File: src/rtl/rac_pkg.sv
package rac_pkg;
  typedef enum logic [1:0] {
    ST_IDLE  = 2'd0,
    ST_YIELD = 2'd1,
    ST_ACK   = 2'd2,
    ST_TERM  = 2'd3
  } rac_state_e;
endpackage

File: src/rtl/rac_sync.sv
module rac_sync #(
  parameter int STAGES = 2
) (
  input  logic clk,
  input  logic rst_n,
  input  logic d_n,
  output logic q_n
);
  logic [STAGES-1:0] sh_q;
  logic [STAGES-1:0] sh_d;

  always_comb begin
    sh_d = {sh_q[STAGES-2:0], d_n};
  end

  always_ff @(posedge clk or negedge rst_n) begin
    if (!rst_n) sh_q <= {STAGES{1'b1}};
    else        sh_q <= sh_d;
  end

  assign q_n = sh_q[STAGES-1];
endmodule

File: src/rtl/rac_seq.sv
module rac_seq
  import rac_pkg::*;
#(
  parameter int YIELD_LAT = 5,
  parameter int TERM_LAT  = 2
) (
  input  logic       clk,
  input  logic       rst_n,
  input  logic       sel_s_n,
  input  logic       strb_n,
  input  logic       rd_wr,
  input  logic       master_busy,
  input  logic       master_wait,
  output rac_state_e state,
  output logic       rd_q,
  output logic       cap,
  output logic       rd_load,
  output logic       wr_latch
);
  localparam int CMAX = (YIELD_LAT > TERM_LAT) ? YIELD_LAT : TERM_LAT;
  localparam int CW   = $clog2(CMAX + 1);

  rac_state_e    state_q, state_d;
  logic [CW-1:0] cnt_q, cnt_d;
  logic          rd_d;
  logic          release_c;

  assign release_c = strb_n | sel_s_n;

  always_comb begin
    state_d  = state_q;
    cnt_d    = cnt_q;
    rd_d     = rd_q;
    cap      = 1'b0;
    rd_load  = 1'b0;
    wr_latch = 1'b0;
    case (state_q)
      ST_IDLE: begin
        if (!sel_s_n && !strb_n) begin
          cap  = 1'b1;
          rd_d = rd_wr;
          if (master_busy) begin
            state_d = ST_YIELD;
            cnt_d   = CW'(YIELD_LAT - 2);
          end else begin
            state_d = ST_ACK;
            cnt_d   = CW'(TERM_LAT - 1);
            rd_load = rd_wr;
          end
        end
      end
      ST_YIELD: begin
        if (release_c) begin
          state_d = ST_IDLE;
        end else if (!master_wait) begin
          if (cnt_q == '0) begin
            state_d = ST_ACK;
            cnt_d   = CW'(TERM_LAT - 1);
            rd_load = rd_q;
          end else begin
            cnt_d = cnt_q - CW'(1);
          end
        end
      end
      ST_ACK: begin
        if (release_c) begin
          state_d = ST_IDLE;
        end else if (cnt_q == '0) begin
          state_d  = ST_TERM;
          wr_latch = !rd_q;
        end else begin
          cnt_d = cnt_q - CW'(1);
        end
      end
      ST_TERM: begin
        if (release_c) state_d = ST_IDLE;
      end
      default: state_d = ST_IDLE;
    endcase
  end

  always_ff @(posedge clk or negedge rst_n) begin
    if (!rst_n) begin
      state_q <= ST_IDLE;
      cnt_q   <= '0;
      rd_q    <= 1'b0;
    end else begin
      state_q <= state_d;
      cnt_q   <= cnt_d;
      if (cap) rd_q <= rd_d;
    end
  end

  assign state = state_q;
endmodule

File: src/rtl/rac_dpath.sv
module rac_dpath #(
  parameter int AW = 6,
  parameter int DW = 16
) (
  input  logic          clk,
  input  logic          rst_n,
  input  logic          idle,
  input  logic          cap,
  input  logic          rd_load,
  input  logic          wr_latch,
  input  logic [AW-1:0] reg_addr,
  input  logic [DW-1:0] reg_rdata,
  input  logic [DW-1:0] dbus_in,
  output logic [AW-1:0] reg_addr_o,
  output logic [DW-1:0] dbus_out,
  output logic [DW-1:0] reg_wdata,
  output logic          reg_we
);
  logic [AW-1:0] addr_q;
  logic [DW-1:0] rdat_q;
  logic [DW-1:0] wdat_q;
  logic          we_q;

  always_ff @(posedge clk or negedge rst_n) begin
    if (!rst_n) begin
      addr_q <= '0;
      rdat_q <= '0;
      wdat_q <= '0;
      we_q   <= 1'b0;
    end else begin
      if (cap)      addr_q <= reg_addr;
      if (rd_load)  rdat_q <= reg_rdata;
      if (wr_latch) wdat_q <= dbus_in;
      we_q <= wr_latch;
    end
  end

  assign reg_addr_o = idle ? reg_addr : addr_q;
  assign dbus_out   = rdat_q;
  assign reg_wdata  = wdat_q;
  assign reg_we     = we_q;
endmodule

File: src/rtl/rac_guard.sv
module rac_guard #(
  parameter int GUARD_CLKS = 2
) (
  input  logic clk,
  input  logic rst_n,
  input  logic sel_s_n,
  input  logic mem_s_n,
  output logic prot_err
);
  localparam int GW = $clog2(GUARD_CLKS + 1);

  logic [GW-1:0] guard_q, guard_d;
  logic          err_q, err_d;

  always_comb begin
    if (!sel_s_n)            guard_d = GW'(GUARD_CLKS);
    else if (guard_q != '0)  guard_d = guard_q - GW'(1);
    else                     guard_d = guard_q;
    err_d = !mem_s_n && (!sel_s_n || (guard_q != '0));
  end

  always_ff @(posedge clk or negedge rst_n) begin
    if (!rst_n) begin
      guard_q <= '0;
      err_q   <= 1'b0;
    end else begin
      guard_q <= guard_d;
      err_q   <= err_d;
    end
  end

  assign prot_err = err_q;
endmodule

File: src/rtl/rac_ctrl.sv
module rac_ctrl
  import rac_pkg::*;
#(
  parameter int AW          = 6,
  parameter int DW          = 16,
  parameter int SYNC_STAGES = 2,
  parameter int YIELD_LAT   = 5,
  parameter int TERM_LAT    = 2,
  parameter int GUARD_CLKS  = 2
) (
  input  logic          clk,
  input  logic          rst_n,
  input  logic          sel_n,
  input  logic          strb_n,
  input  logic          rd_wr,
  input  logic [AW-1:0] reg_addr,
  input  logic          mem_sel_n,
  input  logic          master_busy,
  input  logic          master_wait,
  input  logic [DW-1:0] dbus_in,
  output logic [DW-1:0] dbus_out,
  output logic          dbus_oe,
  output logic          slv_ack_n,
  output logic [1:0]    term_n,
  output logic          yield_req,
  output logic [AW-1:0] reg_addr_o,
  input  logic [DW-1:0] reg_rdata,
  output logic [DW-1:0] reg_wdata,
  output logic          reg_we,
  output logic          prot_err
);
  localparam int NSYNC = 2;

  logic [NSYNC-1:0] raw_n;
  logic [NSYNC-1:0] syn_n;
  rac_state_e       state;
  logic             rd_q, cap, rd_load, wr_latch;
  logic             acking;

  assign raw_n = {mem_sel_n, sel_n};

  for (genvar g = 0; g < NSYNC; g++) begin : g_sync
    rac_sync #(.STAGES(SYNC_STAGES)) u_sync (
      .clk  (clk),
      .rst_n(rst_n),
      .d_n  (raw_n[g]),
      .q_n  (syn_n[g])
    );
  end

  rac_seq #(.YIELD_LAT(YIELD_LAT), .TERM_LAT(TERM_LAT)) u_seq (
    .clk        (clk),
    .rst_n      (rst_n),
    .sel_s_n    (syn_n[0]),
    .strb_n     (strb_n),
    .rd_wr      (rd_wr),
    .master_busy(master_busy),
    .master_wait(master_wait),
    .state      (state),
    .rd_q       (rd_q),
    .cap        (cap),
    .rd_load    (rd_load),
    .wr_latch   (wr_latch)
  );

  rac_dpath #(.AW(AW), .DW(DW)) u_dpath (
    .clk       (clk),
    .rst_n     (rst_n),
    .idle      (state == ST_IDLE),
    .cap       (cap),
    .rd_load   (rd_load),
    .wr_latch  (wr_latch),
    .reg_addr  (reg_addr),
    .reg_rdata (reg_rdata),
    .dbus_in   (dbus_in),
    .reg_addr_o(reg_addr_o),
    .dbus_out  (dbus_out),
    .reg_wdata (reg_wdata),
    .reg_we    (reg_we)
  );

  rac_guard #(.GUARD_CLKS(GUARD_CLKS)) u_guard (
    .clk     (clk),
    .rst_n   (rst_n),
    .sel_s_n (syn_n[0]),
    .mem_s_n (syn_n[1]),
    .prot_err(prot_err)
  );

  assign acking    = (state == ST_ACK) || (state == ST_TERM);
  assign slv_ack_n = !acking;
  assign term_n    = {2{state != ST_TERM}};
  assign dbus_oe   = acking && rd_q;
  assign yield_req = (state == ST_YIELD);
endmodule

File: config.mk
export PLATFORM = sky130hd
export DESIGN_NAME = rac_ctrl
export DESIGN_NICKNAME = d
export VERILOG_FILES = /design/src/rtl/rac_pkg.sv /design/src/rtl/rac_sync.sv /design/src/rtl/rac_seq.sv /design/src/rtl/rac_dpath.sv /design/src/rtl/rac_guard.sv /design/src/rtl/rac_ctrl.sv
export SDC_FILE = /design/constraint.sdc
export NUM_CORES = 1
export LEC_CHECK = 0
export ABC_AREA = 1
export ABC_CLOCK_PERIOD_IN_PS = 2370
export BUFFER_PORTS_ARGS = -buffer_cell sky130_fd_sc_hd__buf_2
export CORE_MARGIN = 2
export CORE_UTILIZATION = 49
export CTS_BUF_LIST = sky130_fd_sc_hd__clkbuf_16
export DETAILED_ROUTE_END_ITERATION = 7
export PLACE_DENSITY = 0.88
export RECOVER_POWER = 100
export REMOVE_ABC_BUFFERS = 1
export SLEW_MARGIN = 20
export SYNTH_ARGS = -nofsm -noshare
export SYNTH_HDL_FRONTEND = slang
export SYNTH_HIERARCHICAL = 1
export SYNTH_SLANG_ARGS = --single-unit
File: constraint.sdc
create_clock -name clk -period 2.37 [get_ports clk]
set_clock_uncertainty 0.05 [all_clocks]
set_input_delay 0.237 -clock clk [delete_from_list [all_inputs] [get_ports clk]]
set_output_delay 0.237 -clock clk [all_outputs]
set_load 0.02 [all_outputs]
Word-level counts from Yosys, hierarchy flattened

Index checks and enable logic that the tools add are counted.

Add/sub/neg operators: 2
Multipliers: 0
Div/mod/pow operators: 0
Order comparisons: 0
Equal/unequal tests: 14
Shift-type cells: 0
Muxes and demuxes: 31
Bitwise gates (word level): 1
Reductions and logical operators: 17

Operator list:

| cell                                                                  | number |
|---|---|
| 2-bit 2-to-1 mux                                                      | 11 |
| 3-bit 2-to-1 mux                                                      | 6 |
| 2-bit != test, second input constant                                  | 6 |
| 1-bit 2-to-1 mux                                                      | 10 |
| 3-bit one-hot mux with 3 select lines                                 | 1 |
| 2-bit one-hot mux with 4 select lines                                 | 1 |
| 6-bit 2-to-1 mux                                                      | 1 |
| 3-bit by 1-bit != test with 1-bit output, second input constant       | 2 |
| 6-bit AND reduction                                                   | 1 |
| 1-bit logical NOT                                                     | 5 |
| 5-bit AND reduction                                                   | 1 |
| 2-bit equality test, second input constant                            | 2 |
| 2-bit by 1-bit != test with 1-bit output, second input constant       | 2 |
| 1-bit logical AND                                                     | 3 |
| 3-bit logical NOT                                                     | 1 |
| 3-bit by 2-bit != test with 1-bit output, second input constant       | 1 |
| 3-bit AND reduction                                                   | 1 |
| 3-bit nonzero test                                                    | 1 |
| 3-bit by 1-bit subtractor with 3-bit output, second input constant    | 1 |
| 2-bit by 1-bit equality test with 1-bit output, second input constant | 1 |
| 2-bit logical NOT                                                     | 1 |
| 1-bit logical OR                                                      | 2 |
| 1-bit one-hot mux with 2 select lines                                 | 1 |
| 2-bit nonzero test                                                    | 1 |
| 2 further kinds                                                       | 2 |

Register bits: 52
Latch bits: 0
Bits in writable memories: 0
Memory bits (read-only): 0
Bits of input ports: 46
Output and inout port bits: 45
Word-level logic and storage cells: 76
Memories: 0

Logic depth before layout (Yosys ltp)

Word-level depth: 5
Mapped depth: 11
Mapped depth without buffers: 9

Modules after synthesis

The synthesis kept the hierarchy.

By module, submodules not included:

| module    | instances | cells each | area each (um2) | sequential area each (um2) |
|---|---|---|---|---|
| rac_dpath | 1         | 181        | 1580.3          | 975.9 |
| rac_seq   | 1         | 80         | 558.0           | 150.1 |
| rac_guard | 1         | 15         | 133.9           | 75.1 |
| rac_sync  | 2         | 2          | 52.6            | 52.6 |
| rac_ctrl  | 1         | 8          | 33.8            | 0.0 |

Worst setup path after synthesis

Ideal clock, no wire load.

Path kind: register -> register
Start: reg u_seq.state_q[1], in the netlist u_seq/state[1]
End: reg u_dpath.rdat_q[10], in the netlist u_dpath/dbus_out[10]
Data arrival time: 1.638 ns
Required time: 2.203 ns
Slack: 0.565 ns
Stages on the path, launching flop included: 12
Clock period less this slack: 1.805 ns
Cell sequence: dfrtp_1 -> inv_1 -> ha_1 -> inv_2 -> nor2_2 -> nand2_1 -> o22ai_1 -> buf_6 -> inv_6 -> buf_6 -> nand2_1 -> nand2_1

Word-level cells in the longest chain between the ends: 2
Elaborated cells between the ends (all ways): 3
Those cells by class: eq/ne: 1; mux: 1; reduce/logical: 1

RTL lines:

| what                                                                                       | RTL line        | text |
|---|---|---|
| from (decl)                                                                                | rac_seq.sv:23   | `rac_state_e state_q, state_d;` |
| from (signal assigned)                                                                     | rac_seq.sv:88   | `state_q <= state_d;` |
| 2-bit by 1-bit equality test with 1-bit output / 2-bit logical NOT (equally long branches) | rac_seq.sv:37   | `case (state_q)` |
| 1-bit one-hot mux with 2 select lines *                                                    | rac_seq.sv:37   |  |
| via rd_load                                                                                | rac_ctrl.sv:37  | `logic rd_q, cap, rd_load, wr_latch;` |
| to (signal assigned)                                                                       | rac_dpath.sv:32 | `if (rd_load) rdat_q <= reg_rdata;` |
| to (decl)                                                                                  | rac_dpath.sv:20 | `logic [DW-1:0] rdat_q;` |

Mark *: on every way through the listed nets, which the timed path passes. The rest lies on a longest branch.
A chain may end at the register's enable or synchronous reset.

Final worst setup path

Start: reg u_seq.state_q[1], in the netlist u_seq/state[1]
End: reg u_dpath.rdat_q[4], in the netlist u_dpath/dbus_out[4]

The elaborated chain is that of the path after synthesis.

==> reports/results.txt <==
Status: finished with violations
Failing checks: capacitance limit, slew limit
Drt first pass iters: 4
Seq/Total Area, Yosys: 54.2%
Critical hold path startpoint: dbus_in[2]
Sequential Area: 0.00131 mm²
TritonCTS clock tree: built
Met1 wire length: 2100 µm
Final worst path period share: 82.3%
CP startpoint kind: flip-flop
RSZ-0062 raised after global routing: false
Hold WC Path Type: in -> reg
Htree depth: 2
Clock transition at the registers of the reported paths: 0.06 ns
DIE WIDTH: 74.1 µm
Starting Density: 51.0%
Detailed Place HPWL: 3710 µm
Worst reg-to-reg setup slack: 0.42 ns
Vias in the first global route: 1,850
Num CTS Buffers: 5
Worst-Margin Slew: 1.82 ns
Area of the mapped netlist: 0.00241 mm²
Ant diodes: 0
CTS max path bufs: 2
Avg WL per Cell: 10.7 µm
Routed Antenna Nets: 0
Total I/O pin count: 91
Syn avg cell area: 8.37 µm²
Die Y: 74.1 µm
WL met3: 256 µm
P_leak: 1.64 nW
I/O Buffers: 90
Full die area: 0.00550 mm²
Pwr dens: 1280 mW/mm²
DR top layer: met4
Largest net degree at the start of global routing: 37
Hold path endpoint: u_dpath/reg_wdata[2]
Tmin final: 1.95 ns
Post-synth top area share: 49.8%
Gpl congestion: 0.822
Cell variety after synth: 27
R2r endpoint: u_dpath/dbus_out[4]
Synth Instances: 288
Commonest non-fill, non-tap cell in the layout: nand2_1
Final WL: 4850 µm
Grt ovf: 0
Kind of end point of the critical path: flip-flop
Initial antenna violation count: 0
Setup bufs post-CTS: 0
Max Slew Vio Count: 37
Fill cell total of the finished layout: 444
Crit path arrival time: 2.06 ns
Core box area: 0.00472 mm²
DR vias/cell: 4.60
Nets: 438
Final setup fails: 0
Max Cap Violations: 1
Post-synthesis register bit count: 52
Multi-input gate area: 881 µm²
CP peak stage delay: 0.47 ns
Hold path cells: 3
Global Route Usage Sum: 18.6%
Hold Fails Final Rpt: 0
Slew margin rel.: -21.1%
Total Power: 0.00378 W
Area delta synth->final: 22.5%
Layout cells sized above 1: 17.1%
Maximum VDD drop: 0.700 mV
Clock Sinks: 52
DR WL met2: 2470 µm
TNS Setup: 0 ns
Critical path class: reg -> reg
Worst Path Buf+Inv: 4
First-pass GRT wire length: 7980 µm
Leading area contributor after synthesis: dfrtp_1
Clock Latency Late Sink: 0.28 ns
Kind of cell adding the most delay to the critical path: buffers and inverters
Crit path required time: 2.48 ns
CP max-delay cell: dfrtp_1
DR vias: 2,081
CTS root buffer: clkbuf_16
Area contributors post-synth: dfrtp_1 (50%), nand2_1 (24%), dfstp_2 (4.4%), ha_1 (4.2%), inv_1 (3.0%)
Worst path cell trace: inv_1 > ha_1 > inv_1 > nor2_1 > nand2_1 > o22ai_1 > clkbuf_2 > inv_6 > nand2_1 > nand2_1
DRT iter0 DRCs: 95
Core Rows: 25
Max FO, Critical Path: 17
Fmax: 0.513 GHz
FF-to-FF path depth: 10
Ys Warns: 6
DRC Markers: 0
Crit-path most repeated cell: nand2_1
Worst r2r src: u_seq/state[1]
Most frequent cells in the layout: nand2_1 (157), dfrtp_1 (48), clkbuf_1 (47), buf_2 (44), inv_1 (22)
## through the flow
| stage | util [%] | cells | setup WS [ns] | area [µm²] | hold WS [ns] |
|---|---|---|---|---|---|
| floorplan | - | 281 | -0.0985 | 2330 | -0.109 |
| global placement | 61.4 | 442 | 0.653 | 2900 | 0.295 |
| detailed placement | 61.4 | 442 | 0.604 | 2900 | 0.296 |
| CTS | 64.3 | 450 | 0.422 | 3040 | 0.000756 |
| global route | 62.5 | 452 | 0.164 | 2950 | 0.102 |
| finish | 62.5 | 452 | 0.420 | 2950 | 0.101 |
## cell families after synthesis
logic type	after synthesis	synth area share, %
fa+ha+maj	8	4.15
flops	52	54.2
compound gates	12	2.80
simple gates	182	30.8
buf+inv	34	8.10
## where the power goes
group          switching (W)  leakage (nW)  internal (W)
Sequential          0.000233         0.655       0.00125
Combinational        0.00115         0.914      0.000492
Clock               0.000279        0.0738      0.000380
## routing by layer
metal,global-route usage (%),vias up
met2,32.5,60
li1,-,1062
met3,4.88,4
met4,4.24,0
met5,0,-
met1,23.3,955
## flip-flops by register name (all words and copies together) (netlist names)
| name | flops |
|---|---|
| u_dpath/dbus_out | 16 |
| u_dpath/reg_wdata | 16 |
| u_guard/prot_err | 1 |
| g_sync.u_sync/sh_q | 4 |
| u_seq/state | 2 |
| u_dpath/addr_q | 6 |
| u_seq/rd_q | 1 |
| u_guard/guard_q | 2 |
| u_dpath/reg_we | 1 |
| u_seq/cnt_q | 3 |
## layout make-up
class                   count  share of cell area, %
clock buffers               5                   4.24
clock inverters             3                  0.381
inverters                  27                   3.86
multi-input cells         202                   29.8
flip-flops and latches     52                   44.2
well taps                  67                   2.84
repair buffers             96                   14.6
## repair_timing
item / 4_1_cts / 5_1_grt
endpoints found under the hold margin: 0 / 2
hold buffers: 0 / 2
gates resized for setup: 0 / 0
## synthesized netlist by cell type, drive strengths merged
master  instances
o211ai          1
a21oi           3
o22ai           1
nand4           1
nor3            1
nand2         160
or2             1
o21ai           7
nor2            9
buf             6
dfstp           4
ha              8
dfrtp          48
inv            27
nand3          10
clkbuf          1
## worst max-delay path by stage
stage          slack, ns              endpoint      startpoint  depth (start not counted)
2_1_floorplan       -0.1  u_dpath/reg_wdata[0]  u_seq/state[0]                          7
3_3_place_gp        0.65  u_dpath/dbus_out[15]  u_seq/state[1]                          8
3_5_place_dp        0.60   u_dpath/dbus_out[4]  u_seq/state[1]                         10
4_1_cts             0.42         reg_addr_o[4]  u_seq/state[1]                          5
5_1_grt             0.16   u_dpath/dbus_out[8]  u_seq/state[1]                         10
6_report            0.42   u_dpath/dbus_out[4]  u_seq/state[1]                         10
## worst reg2reg max path, stage by stage (launching register included)
cell and delay, ns:
dfrtp_1 0.47, inv_1 0.12, ha_1 0.16, inv_1 0.08, nor2_1 0.13, nand2_1 0.08, o22ai_1 0.11, clkbuf_2 0.36
inv_6 0.12, nand2_1 0.09, nand2_1 0.06
(Power assumes the default switching activity.)
